File: src/rtl/tdd_cls_pkg.sv
package tdd_cls_pkg;
    localparam int unsigned NUM_MODES = 3;

    typedef enum logic [1:0] {
        MODE_NONE  = 2'd0,
        MODE_30_12 = 2'd1,
        MODE_27_15 = 2'd2,
        MODE_24_18 = 2'd3
    } mode_e;

    // high-period totals in microseconds, index i maps to code i+1
    localparam int unsigned DEF_HI_US [NUM_MODES] = '{3539, 3193, 2848};
endpackage

File: src/rtl/tdd_hi_meter.sv
module tdd_hi_meter #(
    parameter int unsigned MEAS_W = 13
) (
    input  logic              clk,
    input  logic              rst_n,
    input  logic              us_tick,
    input  logic              env_bit,
    output logic              fall,
    output logic [MEAS_W-1:0] meas,
    output logic              meas_vld
);
    typedef struct packed {
        logic              env;
        logic [MEAS_W-1:0] cnt;
        logic [MEAS_W-1:0] meas;
        logic              vld;
    } meter_t;

    meter_t st_d, st_q;

    always_comb begin
        st_d     = st_q;
        st_d.env = env_bit;
        st_d.vld = 1'b0;
        fall     = st_q.env & ~env_bit;
        if (fall) begin
            st_d.meas = st_q.cnt;
            st_d.vld  = 1'b1;
            st_d.cnt  = '0;
        end else if (env_bit && us_tick && (st_q.cnt != '1)) begin
            st_d.cnt = st_q.cnt + 1'b1;
        end
    end

    always_ff @(posedge clk) begin
        if (!rst_n) st_q <= '0;
        else        st_q <= st_d;
    end

    assign meas     = st_q.meas;
    assign meas_vld = st_q.vld;
endmodule

File: src/rtl/tdd_loss_timer.sv
module tdd_loss_timer #(
    parameter int unsigned LOSS_US = 5000000,
    localparam int unsigned LOSS_W = $clog2(LOSS_US + 1)
) (
    input  logic clk,
    input  logic rst_n,
    input  logic us_tick,
    input  logic restart,
    output logic expire
);
    localparam logic [LOSS_W-1:0] LIMIT = LOSS_W'(LOSS_US);
    localparam logic [LOSS_W-1:0] LAST  = LOSS_W'(LOSS_US - 1);

    typedef struct packed {
        logic [LOSS_W-1:0] cnt;
        logic              exp;
    } timer_t;

    timer_t tm_d, tm_q;

    always_comb begin
        tm_d     = tm_q;
        tm_d.exp = 1'b0;
        if (restart) begin
            tm_d.cnt = '0;
        end else if (us_tick && (tm_q.cnt != LIMIT)) begin
            tm_d.cnt = tm_q.cnt + 1'b1;
            if (tm_q.cnt == LAST) tm_d.exp = 1'b1;
        end
    end

    always_ff @(posedge clk) begin
        if (!rst_n) tm_q <= '0;
        else        tm_q <= tm_d;
    end

    assign expire = tm_q.exp;
endmodule

File: src/rtl/tdd_mode_match.sv
module tdd_mode_match
    import tdd_cls_pkg::*;
#(
    parameter int unsigned MEAS_W = 13,
    parameter int unsigned TOL_US = 8,
    parameter int unsigned HI_US [NUM_MODES] = DEF_HI_US
) (
    input  logic [MEAS_W-1:0] meas,
    output mode_e             code
);
    logic [NUM_MODES-1:0] hit;

    for (genvar g = 0; g < NUM_MODES; g++) begin : g_win
        localparam logic [MEAS_W-1:0] LO_B = MEAS_W'(HI_US[g] - TOL_US);
        localparam logic [MEAS_W-1:0] HI_B = MEAS_W'(HI_US[g] + TOL_US);
        assign hit[g] = (meas >= LO_B) && (meas <= HI_B);
    end

    always_comb begin
        code = MODE_NONE;
        for (int i = NUM_MODES - 1; i >= 0; i--) begin
            if (hit[i]) code = mode_e'(2'(i + 1));
        end
    end
endmodule

File: src/rtl/tdd_mode_classifier.sv
module tdd_mode_classifier
    import tdd_cls_pkg::*;
#(
    parameter int unsigned MEAS_W       = 13,
    parameter int unsigned TOL_US       = 8,
    parameter int unsigned AGREE_FRAMES = 4,
    parameter int unsigned LOSS_US      = 5000000,
    parameter int unsigned HI_US [NUM_MODES] = DEF_HI_US
) (
    input  logic       clk,
    input  logic       rst_n,
    input  logic       us_tick,
    input  logic       env_bit,
    output logic [1:0] mode,
    output logic       mode_valid,
    output logic       mode_change,
    output logic       sig_lost
);
    localparam int unsigned AGR_W = $clog2(AGREE_FRAMES + 1);
    localparam logic [AGR_W-1:0]  AGR_MAX = AGR_W'(AGREE_FRAMES);
    localparam logic [MEAS_W-1:0] TOL_M   = MEAS_W'(TOL_US);

    typedef struct packed {
        mode_e             mode;
        logic              valid;
        logic              change;
        logic              lost;
        logic [MEAS_W-1:0] prev;
        logic              prev_vld;
        mode_e             cand;
        logic [AGR_W-1:0]  agree;
    } cls_t;

    logic              fall_w;
    logic [MEAS_W-1:0] meas_w;
    logic              meas_vld;
    logic              expire_w;
    mode_e             code_w;
    logic [MEAS_W-1:0] diff_w;
    logic              agrees_w;
    cls_t              cs_d, cs_q;

    tdd_hi_meter #(.MEAS_W(MEAS_W)) u_meter (
        .clk      (clk),
        .rst_n    (rst_n),
        .us_tick  (us_tick),
        .env_bit  (env_bit),
        .fall     (fall_w),
        .meas     (meas_w),
        .meas_vld (meas_vld)
    );

    tdd_loss_timer #(.LOSS_US(LOSS_US)) u_loss (
        .clk     (clk),
        .rst_n   (rst_n),
        .us_tick (us_tick),
        .restart (fall_w),
        .expire  (expire_w)
    );

    tdd_mode_match #(.MEAS_W(MEAS_W), .TOL_US(TOL_US), .HI_US(HI_US)) u_match (
        .meas (meas_w),
        .code (code_w)
    );

    always_comb begin
        diff_w   = (meas_w >= cs_q.prev) ? (meas_w - cs_q.prev) : (cs_q.prev - meas_w);
        agrees_w = cs_q.prev_vld && (diff_w <= TOL_M) && (code_w == cs_q.cand);

        cs_d        = cs_q;
        cs_d.change = 1'b0;
        if (expire_w) begin
            cs_d.mode     = MODE_NONE;
            cs_d.valid    = 1'b0;
            cs_d.lost     = 1'b1;
            cs_d.prev_vld = 1'b0;
            cs_d.cand     = MODE_NONE;
            cs_d.agree    = '0;
        end else if (meas_vld) begin
            cs_d.lost     = 1'b0;
            cs_d.prev     = meas_w;
            cs_d.prev_vld = 1'b1;
            if (agrees_w) begin
                if (cs_q.agree != AGR_MAX) cs_d.agree = cs_q.agree + 1'b1;
            end else begin
                cs_d.agree = AGR_W'(1);
                cs_d.cand  = code_w;
            end
            if ((cs_d.agree == AGR_MAX) && (cs_d.cand != MODE_NONE) &&
                (cs_d.cand != cs_q.mode)) begin
                cs_d.mode   = cs_d.cand;
                cs_d.valid  = 1'b1;
                cs_d.change = 1'b1;
            end
        end
    end

    always_ff @(posedge clk) begin
        if (!rst_n) begin
            cs_q      <= '0;
            cs_q.mode <= MODE_NONE;
            cs_q.cand <= MODE_NONE;
        end else begin
            cs_q <= cs_d;
        end
    end

    assign mode        = cs_q.mode;
    assign mode_valid  = cs_q.valid;
    assign mode_change = cs_q.change;
    assign sig_lost    = cs_q.lost;
endmodule

File: config.mk
export PLATFORM = sky130hd
export DESIGN_NAME = tdd_mode_classifier
export DESIGN_NICKNAME = d
export VERILOG_FILES = /design/src/rtl/tdd_cls_pkg.sv /design/src/rtl/tdd_hi_meter.sv /design/src/rtl/tdd_loss_timer.sv /design/src/rtl/tdd_mode_match.sv /design/src/rtl/tdd_mode_classifier.sv
export SDC_FILE = /design/constraint.sdc
export NUM_CORES = 1
export LEC_CHECK = 0
export BUFFER_PORTS_ARGS = -buffer_cell sky130_fd_sc_hd__clkbuf_2
export CORE_MARGIN = 5
export CORE_UTILIZATION = 37
export DETAILED_ROUTE_END_ITERATION = 12
export PLACE_DENSITY_LB_ADDON = 0.2
export SLEW_MARGIN = 25
export SYNTH_ARGS = -nofsm -noshare
export SYNTH_HDL_FRONTEND = slang
export SYNTH_SLANG_ARGS = --single-unit
File: constraint.sdc
create_clock -name clk -period 4 [get_ports clk]
set_input_delay 0.6 -clock clk [delete_from_list [all_inputs] [get_ports clk]]
set_output_delay 0.6 -clock clk [all_outputs]
set_load 0.005 [all_outputs]
== Word-level counts from Yosys, hierarchy flattened ==
Cells that the tools add are included.

* Input port bits: 4
* Logic and storage cells: 74
* Output and inout port bits: 5
* Bits in registers: 76

* Reductions and logical operators: 18
* Add/sub/neg operators: 5
* Bitwise operators: 6
* Eq/ne operators: 7
* $lt $le $gt $ge: 8
* Mux-type cells: 16

{| class="wikitable"
|+ Operator list
! cell !! number
|-
| 13-bit by 12-bit greater-or-equal comparator with 1-bit output, second input constant || 3
|-
| 13-bit by 12-bit less-or-equal comparator with 1-bit output, second input constant || 3
|-
| 13-bit subtractor || 2
|-
| 23-bit by 1-bit adder with 23-bit output, second input constant || 1
|-
| 23-bit equality test, second input constant || 1
|-
| 23-bit != test, second input constant || 1
|-
| 20-bit 2-to-1 mux || 1
|-
| 13-bit by 1-bit adder with 13-bit output, second input constant || 1
|-
| 13-bit greater-or-equal comparator || 1
|-
| 13-bit by 4-bit less-or-equal comparator with 1-bit output, second input constant || 1
|-
| 13-bit 2-to-1 mux || 1
|-
| 13-bit != test, second input constant || 1
|-
| 2-bit 2-to-1 mux || 6
|-
| 3-bit 2-to-1 mux || 4
|-
| 1-bit logical AND || 10
|-
| 3-bit OR reduction || 2
|-
| 1-bit NOT || 5
|-
| 1-bit 2-to-1 mux || 4
|-
| 2-bit AND reduction || 2
|-
| 2-bit nonzero test || 2
|-
| 2-bit OR reduction || 2
|-
| 3-bit by 1-bit adder with 3-bit output, second input constant || 1
|-
| 3-bit equality test, second input constant || 1
|-
| 3-bit != test, second input constant || 1
|-
| other kinds (3) || 3
|}

== Longest topological paths before layout ==
Gate-level depths: netlist (run 1).

* Depth in word-level cells: 14
* Depth in mapped cells: 13
* Depth with buffers taken out: 11

== Hierarchy ==
Synthesis (run 1) repeated with hierarchy kept, for this count alone.

* Cell total of the unflattened synthesis: 663
* Area total of the unflattened synthesis: 5,286.3 um^2

{| class="wikitable"
|+ Modules (own cells, without submodules)
! module !! instances !! seq. area each (um^2) !! area each (um^2) !! cells each
|-
| tdd_mode_classifier || 1 || 480.5 || 2,580.0 || 337
|-
| tdd_hi_meter || 1 || 560.5 || 1,317.5 || 156
|-
| tdd_loss_timer || 1 || 480.5 || 1,202.4 || 143
|-
| tdd_mode_match || 1 || 0.0 || 186.4 || 27
|}

== Worst setup path after synthesis (run 1) ==
Ideal clock, no wire load.

* Kind: register to register
* Start: reg u_meter.st_q, in the netlist u_meter.meas[3]
* End: reg, netlist name mode[1]
* Clock period less this slack: 3,280 ps
* Arrival time: 3,220 ps
* Library setup time: 60 ps
* Data required time: 3,940 ps
* Path buffers: 2
* Slack: 720 ps
* Cell stages (with the launch flop): 14
* Path through: dfxtp_1 > inv_1 > ha_1 > buf_4 > and3_1 > o21ai_1 > and4b_1 > o21a_1 > buf_2 > mux2_4 > o31a_1 > a211o_2 > or4_1 > nand2_1

* Word-level cells in the longest chain between the ends: 14
* Elaborated cells between the ends (all ways): 32
* Those cells by class: add/sub (2); order compare (8); eq/ne (3); mux (10); reduce/logical (9)

{| class="wikitable"
|+ Ends and longest elaborated chain
! element !! line !! RTL
|-
| start, declared || tdd_hi_meter.sv:19 || <nowiki>meter_t st_d, st_q;</nowiki>
|-
| start signal, assigned || tdd_hi_meter.sv:37 || <nowiki>else st_q <= st_d;</nowiki>
|-
| parallel branches: the longest is 14 deep, another holds 13-bit subtractor || -- ||
|}

Several ways; the timed one is not identified. The select of a mux whose other input is x is not followed.
A chain may end at the register's enable or synchronous reset.

== Worst setup path after layout (run 1) ==
* Start: reg u_meter.st_q, in the netlist u_meter.meas[6]
* End: reg, netlist name mode[0]

* Word-level cells in the longest chain between the ends: 14
* Elaborated cells between the ends (all ways): 32
* Those cells by class: add/sub (2); order compare (8); eq/ne (3); mux (10); reduce/logical (9)

{| class="wikitable"
|+ Ends and longest elaborated chain
! element
|-
| parallel branches: the longest is 14 deep, another holds 13-bit subtractor
|}

Several ways; the timed one is not identified. The select of a mux whose other input is x is not followed.

==> metrics.yaml, run 1 <==
outcome:
  status: "finished clean"
logic_synthesis:
  yosysTopAreaCell: "dfxtp_1"
  synth-seq-cells: 76
  ys_seq_area_share_pct: 32.9
  synth_edf_count: 0
  synth_top_area_share_pct: 32.9
  yosys-top-cells-area: "dfxtp_1 33%, ha_1 8.1%, nand2_1 5.5%, a21oi_1 5.4%, o21ai_0 4.7%"
  syn_area_sq_um: 4620
  yosysWarningCount: 0
  synth_flop_cell: "dfxtp_1"
  postSynth.asyncResetShare_pct: 0
  syn-num-nets: 630
  netlist_instances: 596
  syn_avg_cell_area_sq_um: 7.75
  ys_types: 58
worst_setup_path:
  required_ns: 4.28
  cp-end-kind: "register"
  crit_chain: "inv_1 -> ha_1 -> a211oi_1 -> nor2_1 -> o31ai_1 -> o21a_1 -> mux2_4 -> o31a_1 -> a211o_2 -> or4b_1 -> nand2_1"
  critPathMaxStageDelay_ns: 0.53
  critPathArrivalTime_ns: 4.11
  worstSetupPathType: "register to register"
  crit_fanout: 12
  start_kind: "register"
  cp_slowest_cell: "or4b_1"
global_route:
  grt_max_degree: 27
  grtUsageTotal_pct: 15.2
  grt_pass1_vias: 3724
  grt_pass1_wl_um: 18200
  antenna_found_initial: 0
  grt-ovfl-total: 0
final_layout:
  antenna_cells: 0
  layout_common_cells: "76 x dfxtp_1, 68 x nand2_1, 54 x nor2_1"
  n_fill_cell: 1273
  final_common_cell: "dfxtp_1"
  postLayoutCoreUtil_pct: 41.7
  final_nets: 627
  syn_to_final_growth_pct: 9.20
  drive_gt1_share_pct: 6.35
sta:
  setup_violations: 0
  skew_ns: 0.00946
  period_needed_ns: 3.83
  hold_viol_final: 0
  report.final.slew_viol_count: 0
  holdWs_ns: 0.444
  tightest_slew_ns: 0.934
  rsz0062_at_grt: "no"
  relSlewSlack_pct: 37.5
  fin_crit_sh_pct: 95.8
  tns_ns: 0
  fmaxAchievable_ghz: 0.261
placed_design:
  place_hpwl_um: 8470
  place_congestion: 0.912
  io_buffer_count: 8
drt:
  wirelength_um: 10900
  routedWlPerCell_um: 14.3
  vias: 4173
  drcViolationCount: 0
  ant_nets: 0
  drt_first_pass_iters: 5
  vias_per_cell: 5.45
  drt_iter0_drc: 333
power:
  leakage_nw: 1.79
  peakVddDrop_uv: 226
  power_density_nw_per_um2: 319
  total_power_w: 0.00161
min_path:
  hold_path_class: "register to register"
floorplan:
  start_util_pct: 38.2
  design.core.area_sq_um: 12100
  num_rows: 40
  die_area_sq_um: 14800
  die_h_um: 122
  die_w_um: 122
  io_pins: 9
clock_network:
  cts_buffer_depth: 2
  clock_latency_ns: 0.34
  cts.htree.levels: 3
  cts_tree: "built"
  clkTransAtPathRegs_ns: 0.06
  numCtsBuffers: 9
  post-cts-setup-buffers: 0
  cts_resized: 0
  cts_hold_buf: 0
  cts-root-buf: "clkbuf_16"
  cts_num_sinks: 76
job:
  cap_violations: 0
[Yosys cell counts (all sizes together) (2+ instances only)]
cell type	instances
nand3	24
o22ai	2
mux2i	5
a211oi	12
nand3b	2
or4	3
inv	42
nor4	13
ha	30
o311ai	2
nand4	15
a31oi	2
nor3	9
nand2b	4
xnor2	13
or3	19
dfxtp	76
or4b	3
clkbuf	11
xor2	14
nand2	68
buf	12
a21oi	50
o21bai	3
o31ai	5
a21o	5
o31a	3
nor2b	4
a211o	4
mux2	4
and2	6
o21a	6
o21ai	46
a31o	2
nor2	54
and3	8
[flip-flops by register name (all words and copies together) (netlist names)]
signal            count
u_loss.tm_q          23
mode_valid            1
sig_lost              1
u_meter.meas         13
cs_q                 19
u_meter.meas_vld      1
u_meter.st_q         14
u_loss.expire         1
mode                  2
mode_change           1
[metal layers]
| metal | vias to the layer above | routed length [um] | part of all wire, % | GRT usage (%) |
|---|---|---|---|---|
| li1 | 2106 | - | - | - |
| met1 | 1956 | 5120 | 47 | 19.7 |
| met2 | 95 | 5090 | 46 | 24.3 |
| met3 | 16 | 508 | 4.6 | 3.81 |
| met4 | 0 | 229 | 2.1 | 5.53 |
| met5 | - | 0 | 0 | 0 |
[final timing paths]
| check | endpoint | cells past startpoint | slack, ns | start |
|---|---|---|---|---|
| hold / removal | mode_valid$_SDFFE_PP0P_ | 2 | 0.44 | mode_valid$_SDFFE_PP0P_ |
| setup / recovery | mode[0]$_SDFFE_PP0P_ | 11 | 0.17 | u_meter.meas[6]$_SDFFE_PN0P_ |
| hold reg to reg | mode_valid$_SDFFE_PP0P_ | 2 | 0.44 | mode_valid$_SDFFE_PP0P_ |
| setup reg to reg | mode[0]$_SDFFE_PP0P_ | 11 | 0.17 | u_meter.meas[6]$_SDFFE_PN0P_ |
[power breakdown]
part           internal (W)  switching, W   total, W
sequential         0.000762    0.00000627   0.000768
clock              0.000437      0.000350   0.000787
combinational     0.0000167     0.0000355  0.0000523
[through the flow]
stage	worst slack (ns)	cells	cell area (sq um)
floorplan	0.720	596	4620
global placement	0.387	750	4760
detailed placement	0.247	750	4760
CTS	0.226	766	5050
global route	0.0144	766	5050
finish	0.167	766	5050
[worst max-delay path, delay by kind of cell (launching register included)]
family,cells,cell delay (ns)
buf+inv,1,0.10
mux,1,0.33
simple gates,3,0.74
compound gates,5,1.71
fa+ha+maj,1,0.45
flops,1,0.42
[kinds of logic after synthesis]
group                    synth area share (%)
XOR/XNOR                                 5.12
buffers and inverters                    6.06
AND/OR/NAND/NOR                          25.1
multiplexers                             2.14
adder cells (fa/ha/maj)                  8.12
flip-flops                               32.9
AO/OA/AOI/OAI                            20.5
[final cells by class]
| cell class | instances | area [sq um] | area share [%] |
|---|---|---|---|
| well taps | 168 | 210 | 4.16 |
| repair buffers | 9 | 47.5 | 0.942 |
| clock buffers | 9 | 225 | 4.46 |
| clock inverters | 7 | 65.1 | 1.29 |
| flip-flops and latches | 76 | 1520 | 30.1 |
| multi-input cells | 455 | 2820 | 55.9 |
| inverters | 42 | 158 | 3.12 |
No activity file was read; power rests on OpenSTA's default activity.
==> run 2, diff against run 1 <==
- SYNTH_HIERARCHICAL: not set -> 1
==> run 2 against run 1 <==
Against the previous run: fmax is 16% higher; cell count is 7.4% higher; first-iteration DRC count is 20% lower; routed wire length is 12% higher; combinational power is 16% higher; via count is 8.3% higher; sequential power hardly changed; critical path type unchanged; register-to-register slack better by 0.52 ns; synthesized area is 14% higher; non-clock buffer count stayed put; core utilization is 1.4 points lower; clock power is 9.3% higher.
==> metrics.yaml, run 2 <==
clock_network:
  cts_buffer_depth: 2  # unchanged
  cts_num_sinks: 76  # unchanged
  cts_resized: 0  # unchanged
  cts.htree.levels: 3  # unchanged
  post-cts-setup-buffers: 0  # unchanged
  clkTransAtPathRegs_ns: 0.06  # about the same
  cts_tree: "built"  # unchanged
  numCtsBuffers: 9  # unchanged
  cts_hold_buf: 0  # unchanged
  clock_latency_ns: 0.33  # was 0.34 ns
  cts-root-buf: "clkbuf_16"  # unchanged
job:
  cap_violations: 0  # unchanged
worst_setup_path:
  worstSetupPathType: "register to register"  # unchanged
  rrSetupSlack_ns: 0.69  # was 0.17 ns
  crit_fanout: 10  # was 12
  worstRegToRegCells: 10  # was 11
  r2r-start: "u_meter/meas[3]$_SDFFE_PN0P_"  # was u_meter.meas[6]$_SDFFE_PN0P_
  critPathArrivalTime_ns: 3.53  # was 4.11 ns
  cp-end-kind: "register"  # unchanged
  r2r_end: "mode[1]$_SDFFE_PP0P_"  # was mode[0]$_SDFFE_PP0P_
  start_kind: "register"  # unchanged
  required_ns: 4.22  # was 4.28 ns
logic_synthesis:
  postSynth.asyncResetShare_pct: 0  # unchanged
  yosys-top-cells-area: "dfxtp_1 29%, nand2_1 7.4%, ha_1 7.1%, a21oi_1 4.2%, a21boi_0 3.7%"  # was dfxtp_1 33%, ha_1 8.1%, nand2_1 5.5%, a21oi_1 5.4%, o21ai_0 4.7%
  ys_types: 76  # was 58
  netlist_instances: 663  # was 596
  syn_avg_cell_area_sq_um: 7.97  # was 7.75 sq um
  yosysWarningCount: 6  # was 0
  syn_area_sq_um: 5290  # was 4620 sq um
  synth_edf_count: 0  # unchanged
  ys_seq_area_share_pct: 28.8  # was 32.9%
  synth_top_area_share_pct: 28.8  # was 32.9%
  synth-seq-cells: 76  # unchanged
  yosysMostFrequentCell: "nand2_1"  # was dfxtp_1
  yosysTopAreaCell: "dfxtp_1"  # unchanged
  synth_flop_cell: "dfxtp_1"  # unchanged
  synth_common_cells: "104 x nand2_1, 76 x dfxtp_1, 46 x inv_1"  # was 76 x dfxtp_1, 68 x nand2_1, 54 x nor2_1
  syn-num-nets: 697  # was 630
sta:
  report.final.slew_viol_count: 0  # unchanged
  fin_crit_sh_pct: 82.8  # was 95.8%
  setup_ws_ns: 0.686  # was 0.167 ns
  tns_ns: 0  # unchanged
  setup_violations: 0  # unchanged
  period_needed_ns: 3.31  # was 3.83 ns
  tightest_slew_ns: 0.800  # was 0.934 ns
  fmaxAchievable_ghz: 0.302  # was 0.261 GHz
  skew_ns: 0.00392  # was 0.00946 ns
  holdWs_ns: 0.454  # was 0.444 ns
  relSlewSlack_pct: 46.6  # was 37.5%
  rsz0062_at_grt: "no"  # unchanged
  hold_viol_final: 0  # unchanged
drt:
  ant_nets: 0  # unchanged
  routedWlPerCell_um: 14.9  # was 14.3 um
  wirelength_um: 12200  # was 10900 um
  drt_iter0_drc: 268  # was 333
  vias: 4518  # was 4173
  vias_per_cell: 5.49  # was 5.45
  drcViolationCount: 0  # unchanged
  drt_first_pass_iters: 5  # unchanged
final_layout:
  final_nets: 675  # was 627
  antenna_cells: 0  # unchanged
  largest_reg_flops: 23  # unchanged
  final_common_cell: "nand2_1"  # was dfxtp_1
  syn_to_final_growth_pct: 6.06  # was 9.20%
  layout_common_cells: "104 x nand2_1, 76 x dfxtp_1, 46 x inv_1"  # was 76 x dfxtp_1, 68 x nand2_1, 54 x nor2_1
  reg_top3: "u_loss/tm_q: 23 flops, cs_q: 19 flops, u_meter/st_q: 14 flops"  # was u_loss.tm_q: 23 flops, cs_q: 19 flops, u_meter.st_q: 14 flops
  drive_gt1_share_pct: 8.71  # was 6.35%
  largest_register: "u_loss/tm_q"  # was u_loss.tm_q
power:
  peakVddDrop_uv: 236  # was 226 uV
  leakage_nw: 1.94  # was 1.79 nW
  power_density_nw_per_um2: 301  # was 319 nW/um^2
  total_power_w: 0.00169  # was 0.00161 W
global_route:
  grt_pass1_wl_um: 20900  # was 18200 um
  antenna_found_initial: 0  # unchanged
  grt_max_degree: 36  # was 27
  grt_pass1_vias: 4165  # was 3724
  grt-ovfl-total: 0  # unchanged
  grtUsageTotal_pct: 15.3  # was 15.2%
min_path:
  whs_path_depth: 2  # unchanged
  min_from: "mode_valid$_SDFFE_PP0P_"  # unchanged
  hold_path_class: "register to register"  # unchanged
  holdPathEnd: "mode_valid$_SDFFE_PP0P_"  # unchanged
outcome:
  status: "finished clean"  # unchanged
floorplan:
  io_pins: 9  # unchanged
  design.core.area_sq_um: 13900  # was 12100 sq um
  start_util_pct: 37.9  # was 38.2%
  num_rows: 43  # was 40
  die_h_um: 130  # was 122 um
  die_w_um: 130  # was 122 um
  die_area_sq_um: 16800  # was 14800 sq um
placed_design:
  dpl_worst_slack_ns: 0.674  # was 0.247 ns
  place_hpwl_um: 9330  # was 8470 um
  place_congestion: 0.861  # was 0.912
  io_buffer_count: 8  # unchanged
[run 2: cell count changes in the layout (fill, tap and decap cells not counted), moves of 7 or more]
cell      before  now
nand4_1       15    8
and4_1         1    8
o21ai_0       43   25
or3_1         19   10
nor2_1        54   30
a21boi_0       0   26
xor2_1        14    5
nand2_1       68  104
[run 2: per-stage QoR]
step	utilization, %	instances	area [sq um]
5_1_grt	40.2	823	5610
2_1_floorplan	-	663	5290
6_report	40.2	823	5610
3_3_place_gp	38.0	810	5290
4_1_cts	40.2	823	5600
3_5_place_dp	38.0	810	5290
[run 2: logic make-up after synthesis]
kind of cell | count (synthesis) | synth area share (%)
and+or+nand+nor | 267 | 27.0
xor gates and xnor gates | 19 | 3.15
adders and majority gates | 30 | 7.10
AOI/OAI and AO/OA | 171 | 23.3
DFF | 76 | 28.8
buffers and inverters | 88 | 8.33
muxes | 12 | 2.34
[run 2: power breakdown]
part           switching, W  internal, W
Clock              0.000291     0.000569
Combinational     0.0000393    0.0000211
Sequential       0.00000609     0.000762
Total              0.000337      0.00135
[run 2: cell type report]
class                      count  area, sq um
fill                        1401         8330
multi-input combinational    499         3330
sequential                    76         1520
clock buffer                  11          253
tap                          180          225
inverter                      46          173
clock inverter                 2         60.1
timing repair buffer           9         47.5
[run 2: worst max path at each step]
stage,to,cells after the start,start,slack (ns)
2_1_floorplan,mode[0]$_SDFFE_PP0P_,12,u_meter/meas[7]$_SDFFE_PN0P_,1.38
3_3_place_gp,cs_q[2]$_SDFFE_PP0P_,10,u_meter/meas[3]$_SDFFE_PN0P_,0.68
3_5_place_dp,mode[1]$_SDFFE_PP0P_,10,u_meter/meas[3]$_SDFFE_PN0P_,0.67
4_1_cts,cs_q[2]$_SDFFE_PP0P_,10,u_meter/meas[3]$_SDFFE_PN0P_,0.65
5_1_grt,cs_q[2]$_SDFFE_PP0P_,10,u_meter/meas[3]$_SDFFE_PN0P_,0.37
6_report,mode[1]$_SDFFE_PP0P_,10,u_meter/meas[3]$_SDFFE_PN0P_,0.69
[run 2: critical path, stage by stage, from the launching register on]
cell	delay [ns]
dfxtp_1	0.51
inv_1	0.08
ha_1	0.49
nand4_1	0.21
o21bai_1	0.42
o21ai_0	0.21
nand2_1	0.22
o2111ai_1	0.16
nor4_2	0.54
o211ai_2	0.19
mux2i_1	0.16
[run 2: metal layers]
| layer | global-route usage (%) | routed length (um) | up-vias |
|---|---|---|---|
| met1 | 20.5 | 5960 | 2116 |
| met3 | 2.76 | 393 | 12 |
| li1 | - | - | 2308 |
| met4 | 5.87 | 221 | 0 |
| met2 | 24.6 | 5670 | 82 |
| met5 | 0 | 0 | - |
